[src/rtl/qenc_pkg.sv]
// Package: shared encodings for the quadrature encoder counter.
// Assumes: selector ports are 2 bits wide and map directly onto these enums.
package qenc_pkg;

    typedef enum logic [1:0] {
        DEC_STEP_DIR = 2'd0,
        DEC_X1       = 2'd1,
        DEC_X2       = 2'd2,
        DEC_X4       = 2'd3
    } dec_sel_e;

    typedef enum logic [1:0] {
        CM_FREE    = 2'd0,
        CM_CLAMP   = 2'd1,
        CM_ONESHOT = 2'd2,
        CM_MODULO  = 2'd3
    } cnt_mode_e;

endpackage

[src/rtl/qenc_in_filter.sv]
// Module: qenc_in_filter
// Synchronises NCH asynchronous inputs with two flops each, then filters
// them. A filtered output changes only when two consecutive sample ticks
// see the same synchronised value. Ticks come every psc+1 clock cycles.
// Assumes: psc may change at any time; the divider restarts from its next wrap.
module qenc_in_filter #(
    parameter int NCH   = 3,
    parameter int PSC_W = 8
) (
    input  logic             clk,
    input  logic             rst_n,
    input  logic [NCH-1:0]   raw_in,
    input  logic [PSC_W-1:0] psc,
    output logic [NCH-1:0]   clean
);

    logic [PSC_W-1:0] div_q;
    logic             smp_tick;

    assign smp_tick = (div_q >= psc);

    // Sample-rate divider: wraps to zero on every tick.
    always_ff @(posedge clk) begin
        if (!rst_n)        div_q <= '0;
        else if (smp_tick) div_q <= '0;
        else               div_q <= div_q + 1'b1;
    end

    for (genvar g = 0; g < NCH; g++) begin : g_lane
        logic sync1, sync2, last_smp, cln;

        // Two-flop synchroniser followed by a two-sample agreement filter.
        always_ff @(posedge clk) begin
            if (!rst_n) begin
                sync1    <= 1'b0;
                sync2    <= 1'b0;
                last_smp <= 1'b0;
                cln      <= 1'b0;
            end else begin
                sync1 <= raw_in[g];
                sync2 <= sync1;
                if (smp_tick) begin
                    last_smp <= sync2;
                    if (sync2 == last_smp) cln <= sync2;
                end
            end
        end

        assign clean[g] = cln;
    end

endmodule

[src/rtl/qenc_decoder.sv]
// Module: qenc_decoder
// Turns filtered A/B/Index levels into single-cycle up/down step pulses,
// an illegal-transition pulse and an index-load pulse.
// Assumes: inputs are already synchronous and filtered, so each change
// lasts at least one cycle.
module qenc_decoder
    import qenc_pkg::*;
(
    input  logic     clk,
    input  logic     rst_n,
    input  logic     clean_a,
    input  logic     clean_b,
    input  logic     clean_i,
    input  dec_sel_e sel,
    input  logic     ab_en,
    input  logic     idx_pol,
    input  logic     idx_preset_en,
    input  logic     idx_sync_req,
    output logic     step_up,
    output logic     step_dn,
    output logic     bad_move,
    output logic     idx_load
);

    logic prev_a, prev_b, prev_i;
    logic a_chg, b_chg, phase_x;
    logic ev, dir_up, bad;
    logic step_ok, sync_eff, idx_active, idx_edge;

    // Previous filtered levels, tracked every cycle so re-enabling never
    // produces a stale edge.
    always_ff @(posedge clk) begin
        if (!rst_n) begin
            prev_a <= 1'b0;
            prev_b <= 1'b0;
            prev_i <= 1'b0;
        end else begin
            prev_a <= clean_a;
            prev_b <= clean_b;
            prev_i <= clean_i;
        end
    end

    // Edge classification per decode selection.
    always_comb begin
        a_chg   = clean_a ^ prev_a;
        b_chg   = clean_b ^ prev_b;
        phase_x = clean_a ^ clean_b;
        ev      = 1'b0;
        dir_up  = 1'b0;
        bad     = 1'b0;
        unique case (sel)
            DEC_STEP_DIR: begin
                ev     = a_chg & clean_a;
                dir_up = clean_b;
            end
            DEC_X1: begin
                bad    = a_chg & b_chg;
                ev     = a_chg & ~b_chg & ~clean_b;
                dir_up = phase_x;
            end
            DEC_X2: begin
                bad    = a_chg & b_chg;
                ev     = a_chg & ~b_chg;
                dir_up = phase_x;
            end
            DEC_X4: begin
                bad    = a_chg & b_chg;
                ev     = a_chg ^ b_chg;
                dir_up = phase_x ^ b_chg;
            end
        endcase
    end

    assign step_ok  = ab_en & ev;
    assign step_up  = step_ok & dir_up;
    assign step_dn  = step_ok & ~dir_up;
    assign bad_move = ab_en & bad;

    // Index qualification: edge-driven, or gated by a step when synchronous.
    assign sync_eff   = idx_sync_req & (sel != DEC_STEP_DIR);
    assign idx_active = (clean_i == idx_pol);
    assign idx_edge   = (clean_i ^ prev_i) & idx_active;
    assign idx_load   = idx_preset_en &
                        (sync_eff ? (idx_active & step_ok) : idx_edge);

endmodule

[src/rtl/qenc_count_core.sv]
// Module: qenc_count_core
// Count register with four wrap/limit modes, carry/borrow toggle bits,
// direction flag, sticky noise flag and one-shot stop state.
// Assumes: step_up and step_dn are never high together.
// Priority: clr_count > reload > step.
module qenc_count_core
    import qenc_pkg::*;
#(
    parameter int CNT_W = 24
) (
    input  logic             clk,
    input  logic             rst_n,
    input  logic             step_up,
    input  logic             step_dn,
    input  logic             idx_load,
    input  logic             ld_preset,
    input  logic             clr_count,
    input  logic             clr_flags,
    input  logic             bad_move,
    input  logic             clr_err,
    input  cnt_mode_e        mode,
    input  logic [CNT_W-1:0] preset,
    output logic [CNT_W-1:0] count,
    output logic             carry_tog,
    output logic             borrow_tog,
    output logic             up_flag,
    output logic             err_flag
);

    localparam logic [CNT_W-1:0] ONE  = CNT_W'(1);
    localparam logic [CNT_W-1:0] MAXV = '1;

    logic [CNT_W-1:0] nxt;
    logic             hit_c, hit_b;
    logic             halted, blocked, accept, reload;

    assign blocked = halted & (mode == CM_ONESHOT);
    assign accept  = (step_up | step_dn) & ~blocked;
    assign reload  = ld_preset | idx_load;

    // Next count and wrap detection for one step in the selected mode.
    always_comb begin
        nxt   = count;
        hit_c = 1'b0;
        hit_b = 1'b0;
        if (step_up) begin
            unique case (mode)
                CM_FREE, CM_ONESHOT: begin
                    if (count == MAXV) begin nxt = '0; hit_c = 1'b1; end
                    else                      nxt = count + ONE;
                end
                CM_CLAMP: begin
                    if (count < preset) nxt = count + ONE;
                end
                CM_MODULO: begin
                    if (count >= preset) begin nxt = '0; hit_c = 1'b1; end
                    else                        nxt = count + ONE;
                end
            endcase
        end else if (step_dn) begin
            unique case (mode)
                CM_FREE, CM_ONESHOT: begin
                    if (count == '0) begin nxt = MAXV; hit_b = 1'b1; end
                    else                    nxt = count - ONE;
                end
                CM_CLAMP: begin
                    if (count != '0) nxt = count - ONE;
                end
                CM_MODULO: begin
                    if (count == '0) begin nxt = preset; hit_b = 1'b1; end
                    else                    nxt = count - ONE;
                end
            endcase
        end
    end

    // Count register.
    always_ff @(posedge clk) begin
        if (!rst_n)         count <= '0;
        else if (clr_count) count <= '0;
        else if (reload)    count <= preset;
        else if (accept)    count <= nxt;
    end

    // One-shot stop state: set on a wrap, released by any reload or clear.
    always_ff @(posedge clk) begin
        if (!rst_n)                                      halted <= 1'b0;
        else if (clr_count || reload || mode != CM_ONESHOT) halted <= 1'b0;
        else if (accept && (hit_c || hit_b))             halted <= 1'b1;
    end

    // Carry and borrow toggle bits.
    always_ff @(posedge clk) begin
        if (!rst_n || clr_flags) begin
            carry_tog  <= 1'b0;
            borrow_tog <= 1'b0;
        end else if (accept && !clr_count && !reload) begin
            if (hit_c) carry_tog  <= ~carry_tog;
            if (hit_b) borrow_tog <= ~borrow_tog;
        end
    end

    // Direction of the latest decoded step.
    always_ff @(posedge clk) begin
        if (!rst_n)       up_flag <= 1'b1;
        else if (step_up) up_flag <= 1'b1;
        else if (step_dn) up_flag <= 1'b0;
    end

    // Sticky noise flag; a new illegal move wins over a clear.
    always_ff @(posedge clk) begin
        if (!rst_n)        err_flag <= 1'b0;
        else if (bad_move) err_flag <= 1'b1;
        else if (clr_err)  err_flag <= 1'b0;
    end

endmodule

[src/rtl/qenc_counter.sv]
// Module: qenc_counter (top)
// One encoder channel: input filter, edge decoder and count core.
// Assumes: all control strobes are synchronous to clk and one cycle long.
module qenc_counter
    import qenc_pkg::*;
#(
    parameter int CNT_W = 24,
    parameter int PSC_W = 8
) (
    input  logic             clk,
    input  logic             rst_n,
    input  logic             enc_a,
    input  logic             enc_b,
    input  logic             enc_idx,
    input  logic [1:0]       dec_sel,
    input  logic [1:0]       cnt_mode,
    input  logic             ab_en,
    input  logic [PSC_W-1:0] psc,
    input  logic             idx_pol,
    input  logic             idx_preset_en,
    input  logic             idx_sync_req,
    input  logic [CNT_W-1:0] preset,
    input  logic             ld_preset,
    input  logic             clr_count,
    input  logic             clr_flags,
    input  logic             clr_err,
    output logic [CNT_W-1:0] count,
    output logic [CNT_W:0]   count_ext,
    output logic             carry_tog,
    output logic             borrow_tog,
    output logic             up_flag,
    output logic             err_flag
);

    localparam int NLANE = 3;

    logic [NLANE-1:0] clean;
    logic             step_up, step_dn, bad_move, idx_load;

    qenc_in_filter #(.NCH(NLANE), .PSC_W(PSC_W)) u_filter (
        .clk    (clk),
        .rst_n  (rst_n),
        .raw_in ({enc_idx, enc_b, enc_a}),
        .psc    (psc),
        .clean  (clean)
    );

    qenc_decoder u_decode (
        .clk           (clk),
        .rst_n         (rst_n),
        .clean_a       (clean[0]),
        .clean_b       (clean[1]),
        .clean_i       (clean[2]),
        .sel           (dec_sel_e'(dec_sel)),
        .ab_en         (ab_en),
        .idx_pol       (idx_pol),
        .idx_preset_en (idx_preset_en),
        .idx_sync_req  (idx_sync_req),
        .step_up       (step_up),
        .step_dn       (step_dn),
        .bad_move      (bad_move),
        .idx_load      (idx_load)
    );

    qenc_count_core #(.CNT_W(CNT_W)) u_core (
        .clk        (clk),
        .rst_n      (rst_n),
        .step_up    (step_up),
        .step_dn    (step_dn),
        .idx_load   (idx_load),
        .ld_preset  (ld_preset),
        .clr_count  (clr_count),
        .clr_flags  (clr_flags),
        .bad_move   (bad_move),
        .clr_err    (clr_err),
        .mode       (cnt_mode_e'(cnt_mode)),
        .preset     (preset),
        .count      (count),
        .carry_tog  (carry_tog),
        .borrow_tog (borrow_tog),
        .up_flag    (up_flag),
        .err_flag   (err_flag)
    );

    assign count_ext = {carry_tog ^ borrow_tog, count};

endmodule

[config.mk]
export PLATFORM = sky130hd
export DESIGN_NAME = qenc_counter
export DESIGN_NICKNAME = d
export VERILOG_FILES = /design/src/rtl/qenc_pkg.sv /design/src/rtl/qenc_in_filter.sv /design/src/rtl/qenc_decoder.sv /design/src/rtl/qenc_count_core.sv /design/src/rtl/qenc_counter.sv
export SDC_FILE = /design/constraint.sdc
export NUM_CORES = 1
export LEC_CHECK = 0
export BUFFER_PORTS_ARGS = -buffer_cell sky130_fd_sc_hd__buf_2
export CAP_MARGIN = 0
export CORE_AREA = 2 2 131 133
export DETAILED_ROUTE_END_ITERATION = 16
export DIE_AREA = 0 0 133 135
export REMOVE_ABC_BUFFERS = 1
export SYNTH_ARGS = -nofsm -noshare
export SYNTH_HDL_FRONTEND = slang
export SYNTH_SLANG_ARGS = --single-unit
[constraint.sdc]
create_clock -name clk -period 3.05 [get_ports clk]
set_input_delay 0.61 -clock clk [delete_from_list [all_inputs] [get_ports clk]]
set_output_delay 0.61 -clock clk [all_outputs]
set_load 0.01 [all_outputs]
; ---- Yosys cells after proc, flatten, opt, wreduce, memory -nomap -nowiden
; Index checks and enable logic that the tools add are counted.
[classes]
add_sub_neg = 3
n_mux = 26
bitwise_logic = 30
n_reduce_logical = 32
order_cmp = 3
n_eq_ne = 14
[op_table]
columns = operator, n
row1 = two-way mux 24 bit, 10
row2 = case mux 24 bit (3 select lines), 2
row3 = "adder 24 x 1 -> 24 bit, second input constant", 1
row4 = "equality test 24 bit, second input constant", 1
row5 = greater-or-equal comparator 24 bit, 1
row6 = zero test 24 bit, 1
row7 = less-than comparator 24 bit, 1
row8 = nonzero test 24 bit, 1
row9 = "subtractor 24 x 1 -> 24 bit, second input constant", 1
row10 = AND 1 bit, 14
row11 = OR reduction 2 bit, 6
row12 = two-way mux 1 bit, 11
row13 = AND reduction 2 bit, 5
row14 = "adder 8 x 1 -> 8 bit, second input constant", 1
row15 = "equality test 2 bit, second input constant", 4
row16 = greater-or-equal comparator 8 bit, 1
row17 = inverter 1 bit, 7
row18 = XOR 1 bit, 7
row19 = nonzero test 2 bit, 3
row20 = OR reduction 3 bit, 2
row21 = equality test 1 bit, 4
row22 = "equality test 2 x 1 -> 1 bit, second input constant", 2
row23 = zero test 2 bit, 2
row24 = logical OR 1 bit, 4
row25 = other kinds (11), 16
[word_totals]
output_inout_bits = 53
regBits = 52
inputBits = 49
elab_cells = 130

; ---- Depth between registers and ports, before layout
[logic_depth]
depth_word = 13
depth_mapped = 13
mapped_depth_nobuf = 11

; ---- Modules after synthesis
; From an unflattened synthesis, not the netlist that was laid out.
[unflattened]
hier_cells = 644
hier_area_um2 = 4969.8
[by_module_without_submodules]
columns = mod, seq_area_each_um2, area_each_um2, cells_per_inst, n_inst
row1 = qenc_count_core, 580.6, 3510.9, 481, 1
row2 = qenc_in_filter, 400.4, 929.6, 99, 1
row3 = qenc_decoder, 60.1, 340.3, 39, 1
row4 = qenc_counter, 0.0, 188.9, 25, 1

; ---- Worst setup path before layout
; OpenSTA, ideal clock, no wires.
[synth_path]
kind = input to register
from = input dec_sel[0]
to = register u_core.count[10]
path_stages = 11
slack_ns = 0.290
path_buffers = 1
t_arrival_ns = 2.638
setup_ns = 0.122
t_required_ns = 2.928
cell_sequence = inv_1 ha_1 inv_1 o221a_1 o31a_1 nor2_1 o311ai_2 nand4_1 buf_6 a21oi_1 a221o_1
[synth_via]
elab_chain_len = 9
elab_cells_between_ends = 27
classes_between = eq/ne (5) / mux (6) / bitwise (10) / reduce/logical (6)
[synth_rtl]
columns = element, line_no
row1 = start: declaration, qenc_counter.sv:15  ; input logic [1:0] dec_sel,
row2 = "equality test 2 bit, or another cell as far along", qenc_decoder.sv:52  ; unique case (sel)
row3 = case mux 1 bit (4 select lines) / OR reduction 2 bit (equally long branches), -
row4 = AND 1 bit / case mux 1 bit (3 select lines) (equally long branches), "qenc_decoder.sv:75, qenc_decoder.sv:52"
row5 = AND 1 bit / inverter 1 bit (equally long branches), "qenc_decoder.sv:85, qenc_decoder.sv:77"
row6 = two-way mux 1 bit / AND 1 bit (equally long branches), "qenc_decoder.sv:85, qenc_decoder.sv:77"
row7 = AND 1 bit / OR 1 bit (equally long branches), "qenc_decoder.sv:84, qenc_count_core.sv:38"
row8 = OR 1 bit / AND 1 bit (equally long branches), "qenc_count_core.sv:39, qenc_count_core.sv:38"
row9 = "!= test 4 bit (no line), or another cell as far along", -
row10 = AND reduction 4 bit (no line), -
row11 = end signal: assignment, qenc_count_core.sv:81  ; else if (reload) count <= preset;
row12 = end signal: assignment, qenc_count_core.sv:82  ; else if (accept) count <= nxt;
row13 = end: declaration, qenc_count_core.sv:23  ; output logic [CNT_W-1:0] count,
; Several ways; a longest one is shown, not always the timed one. The select of a mux whose other input is x is not followed.
; A chain may end at the register's enable or synchronous reset.

; ---- Final worst setup path
[layout_path]
from = register u_decode.prev_a
to = register u_core.count[17]
[layout_via]
elab_chain_len = 11
elab_cells_between_ends = 23
classes_between = eq/ne (2) / mux (5) / bitwise (13) / reduce/logical (3)
[layout_rtl]
columns = element, line_no
row1 = start: declaration, qenc_decoder.sv:25  ; logic prev_a, prev_b, prev_i;
row2 = start signal: assignment, qenc_decoder.sv:38  ; prev_a <= clean_a;
row3 = XOR 1 bit *, qenc_decoder.sv:46  ; a_chg = clean_a ^ prev_a;
row4 = AND 1 bit, "qenc_decoder.sv:59, qenc_decoder.sv:64"
row5 = AND 1 bit, qenc_decoder.sv:59  ; ev = a_chg & ~b_chg & ~clean_b;
row6 = case mux 1 bit (4 select lines) *, qenc_decoder.sv:52
row7 = AND 1 bit *, qenc_decoder.sv:75  ; assign step_ok = ab_en & ev;
row8 = AND 1 bit, qenc_decoder.sv:85  ; (sync_eff ? (idx_active & step_ok) : idx_edge);
row9 = two-way mux 1 bit, qenc_decoder.sv:85
row10 = AND 1 bit, qenc_decoder.sv:84  ; assign idx_load = idx_preset_en &
row11 = OR 1 bit, qenc_count_core.sv:39  ; assign reload = ld_preset | idx_load;
row12 = "!= test 4 bit (no line), or another cell as far along", -
row13 = AND reduction 4 bit (no line), -
; Every way passes the cells marked *; elsewhere a longest branch is shown, timed or not. The select of a mux whose other input is x is not followed.

==> flow_summary.toml <==
[synth]
synth_warnings = 0
avgSynthCellArea_sq_um = 7.810
ys_seq_area_frac = 0.2139
synth-async-reset-ratio = 0
synth_area_sq_mm = 0.004866
yosysUniqueCellTypes = 72
synth_edf_count = 0
syn-instance-count = 623
synth-seq-cells = 52
yosys_most_used_dff = "dfxtp_1"

[clock_tree]
cts_max_level = 2
insertion_delay_ns = 0.30
clock_path_buffers = 2
tritoncts = "yes"
clk_pin_slew_ns = 0.08
cts_sinks = 52
cts_buffers = 5
cts-root-buf = "clkbuf_16"

[setup_path]
arrival_ns = 2.98
slowest_stage = "or3_1"
worst-path-max-fanout = 5
cp-end-kind = "flop"
critPathMaxStageDelay_ns = 0.37
cp.required_ns = 3.24
crit_buf_inv = 3
path_cells = "inv_1, ha_1, inv_1, ha_1, nor2_2, o311ai_4, buf_4, or3_1, o31a_1, nor2_2, a211oi_1, a2111oi_1"
crit_family = "simple AND/OR/NAND/NOR gates"
crit_type = "reg2reg"
start_kind = "flop"

[sta]
setup_ws_ns = 0.2595
fmax_mhz = 358.4
slew_headroom = 0.6956
grt_setup_unrepaired = "false"
finClkSkew_ns = 0.005276
setup_violations = 0
period_needed_ns = 2.790
final.period_utilization = 0.9149
timing_worst_slew_pin_value_ns = 0.4559
finalHoldViolCount = 0
finalMaxSlewViolations = 0

[cells_and_area]
fin_util = 0.3606
fill_cells = 1709
final_common_cell = "buf_2"
num_antenna_cells = 0
area_growth_pct = 21.57
drive_above_1_share = 0.2795
layout.nets = 828
layout_common_cells = "101 x buf_2, 64 x buf_4, 52 x nand2_1, 52 x dfxtp_1, 46 x inv_1"
stdcell_area_sq_mm = 0.005916

[placed_design]
preCtsSetupSlack_ns = -0.04453
post_dp_cell_area_sq_mm = 0.005759
dpl.hpwl_um = 11610
gp_congestion = 0.9547
io_buffers = 101

[power]
power_density_mw_per_mm2 = 340.4
finalPower_mw = 2.013
ir_drop_uv = 270.3
leakage_nw = 2.748

[detailed_routing]
post_drt_wl_per_cell_um = 15.54
dr.pass1.iters = 5
via_count = 4931
route.layer.met1.wl_um = 6658
drt_wl_total_um = 14870
met3_wirelength_um = 1035
routed.top_layer = "met4"
wl_met2_um = 6926
viasPerCell = 5.153
ant_nets = 0
drtIter0Drc = 347
drc = 0

[global_routing]
overflow = 0
antenna_found_initial = 0
grt_max_degree = 25
track_usage = 0.1662
grt_pass1_wl_um = 24120
first_global_vias = 4759

[run]
cap_violations = 0

[status]
status = "finished clean"

[die]
fp-row-count = 47
die_y_um = 135
dieArea_sq_mm = 0.01796
placeableCoreArea_sq_mm = 0.01641
start_util = 0.2966
die_w_um = 133
io_pins = 102

[hold_path]
hold_path_class = "reg2reg"
[final timing paths]
kind	startpoint	to	slack [ns]	cells past startpoint
worst max-delay path	u_decode.prev_a	u_core.count[17]	0.26	12
worst min-delay path	u_filter.g_lane[2].sync1	u_filter.g_lane[2].sync2	0.44	1
worst max register to register	u_decode.prev_a	u_core.count[17]	0.26	12
worst min register to register	u_filter.g_lane[2].sync1	u_filter.g_lane[2].sync2	0.44	1
[routing by layer]
metal	track usage	vias up
met5	0	-
met4	0.04002	0
met3	0.03116	25
met2	0.2824	197
met1	0.2182	2286
li1	-	2423
[layout make-up]
class                   count  area [sq um]  area share
clock inverters             3         28.78    0.004865
well taps                 220         275.3     0.04653
multi-input cells         465          3267      0.5522
inverters                  46         172.7     0.02919
flip-flops and latches     52          1041      0.1760
repair buffers            166          1006      0.1701
clock buffers               5         125.1     0.02115
[synth_stat cells, types with 6 or more instances]
cell,instances,share of area
a211oi_1,7,0.011
a21oi_1,33,0.034
a22oi_2,6,0.015
and2_1,21,0.027
and3_1,7,0.0090
buf_2,9,0.0093
buf_4,30,0.046
clkbuf_1,15,0.012
dfxtp_1,52,0.21
ha_1,43,0.11
inv_1,46,0.035
nand2_1,52,0.040
nand2b_1,7,0.0090
nand3_1,23,0.024
nand4_1,10,0.013
nor2_1,38,0.029
nor2b_1,7,0.0090
nor3_1,14,0.014
o211ai_1,6,0.0093
o21a_1,6,0.0093
o21ai_0,31,0.032
o21ai_2,7,0.013
o221ai_1,7,0.013
o22ai_1,10,0.013
xnor2_1,23,0.041
xor2_1,21,0.038
[worst register-to-register path: stages (launching register included)]
cell	delay [ns]
dfxtp_1	0.31
inv_1	0.04
ha_1	0.26
inv_1	0.05
ha_1	0.29
nor2_2	0.17
o311ai_4	0.12
buf_4	0.18
or3_1	0.37
o31a_1	0.18
nor2_2	0.26
a211oi_1	0.12
a2111oi_1	0.33
[state kept, by name (all words and copies together), names as in the netlist]
signal,cells
u_decode.prev_a,1
u_decode.prev_b,1
u_core.halted,1
u_core.carry_tog,1
u_core.count,24
u_filter.div_q,8
u_filter.g_lane.cln,3
u_filter.g_lane.sync2,3
u_filter.g_lane.last_smp,3
u_decode.prev_i,1
u_filter.g_lane.sync1,3
u_core.up_flag,1
u_core.borrow_tog,1
u_core.err_flag,1
[cells by family (layout without fill, tap and decap cells)]
group	after synthesis	count (layout)	synth area share
buffers and inverters	106	220	0.1152
and+or+nand+nor	215	215	0.2358
AOI/OAI and AO/OA	163	163	0.2453
adders and majority gates	43	43	0.1106
xor gates and xnor gates	44	44	0.07920
DFF	52	52	0.2139
[power breakdown]
| part | internal (mW) | switching [mW] |
|---|---|---|
| Combinational | 0.284 | 0.362 |
| Clock | 0.318 | 0.318 |
| Sequential | 0.703 | 0.0282 |
| Total | 1.31 | 0.708 |
[metrics by stage]
step           std cells  hold WS (ns)  setup TNS, ns
6_report             957        0.4369              0
5_1_grt              957        0.4648              0
4_1_cts              957        0.4383              0
3_5_place_dp         949        0.4184        -0.4053
3_3_place_gp         949        0.4180     -0.0001035
2_1_floorplan        563        0.4118         -2.344
[what timing repair did]
action                     4_1_cts  5_1_grt
buffers inserted                 0        0
hold buffers                     0        0
setup endpoints to repair        0        1
resized for setup                0        1
Power figures use the tool's default switching activity.
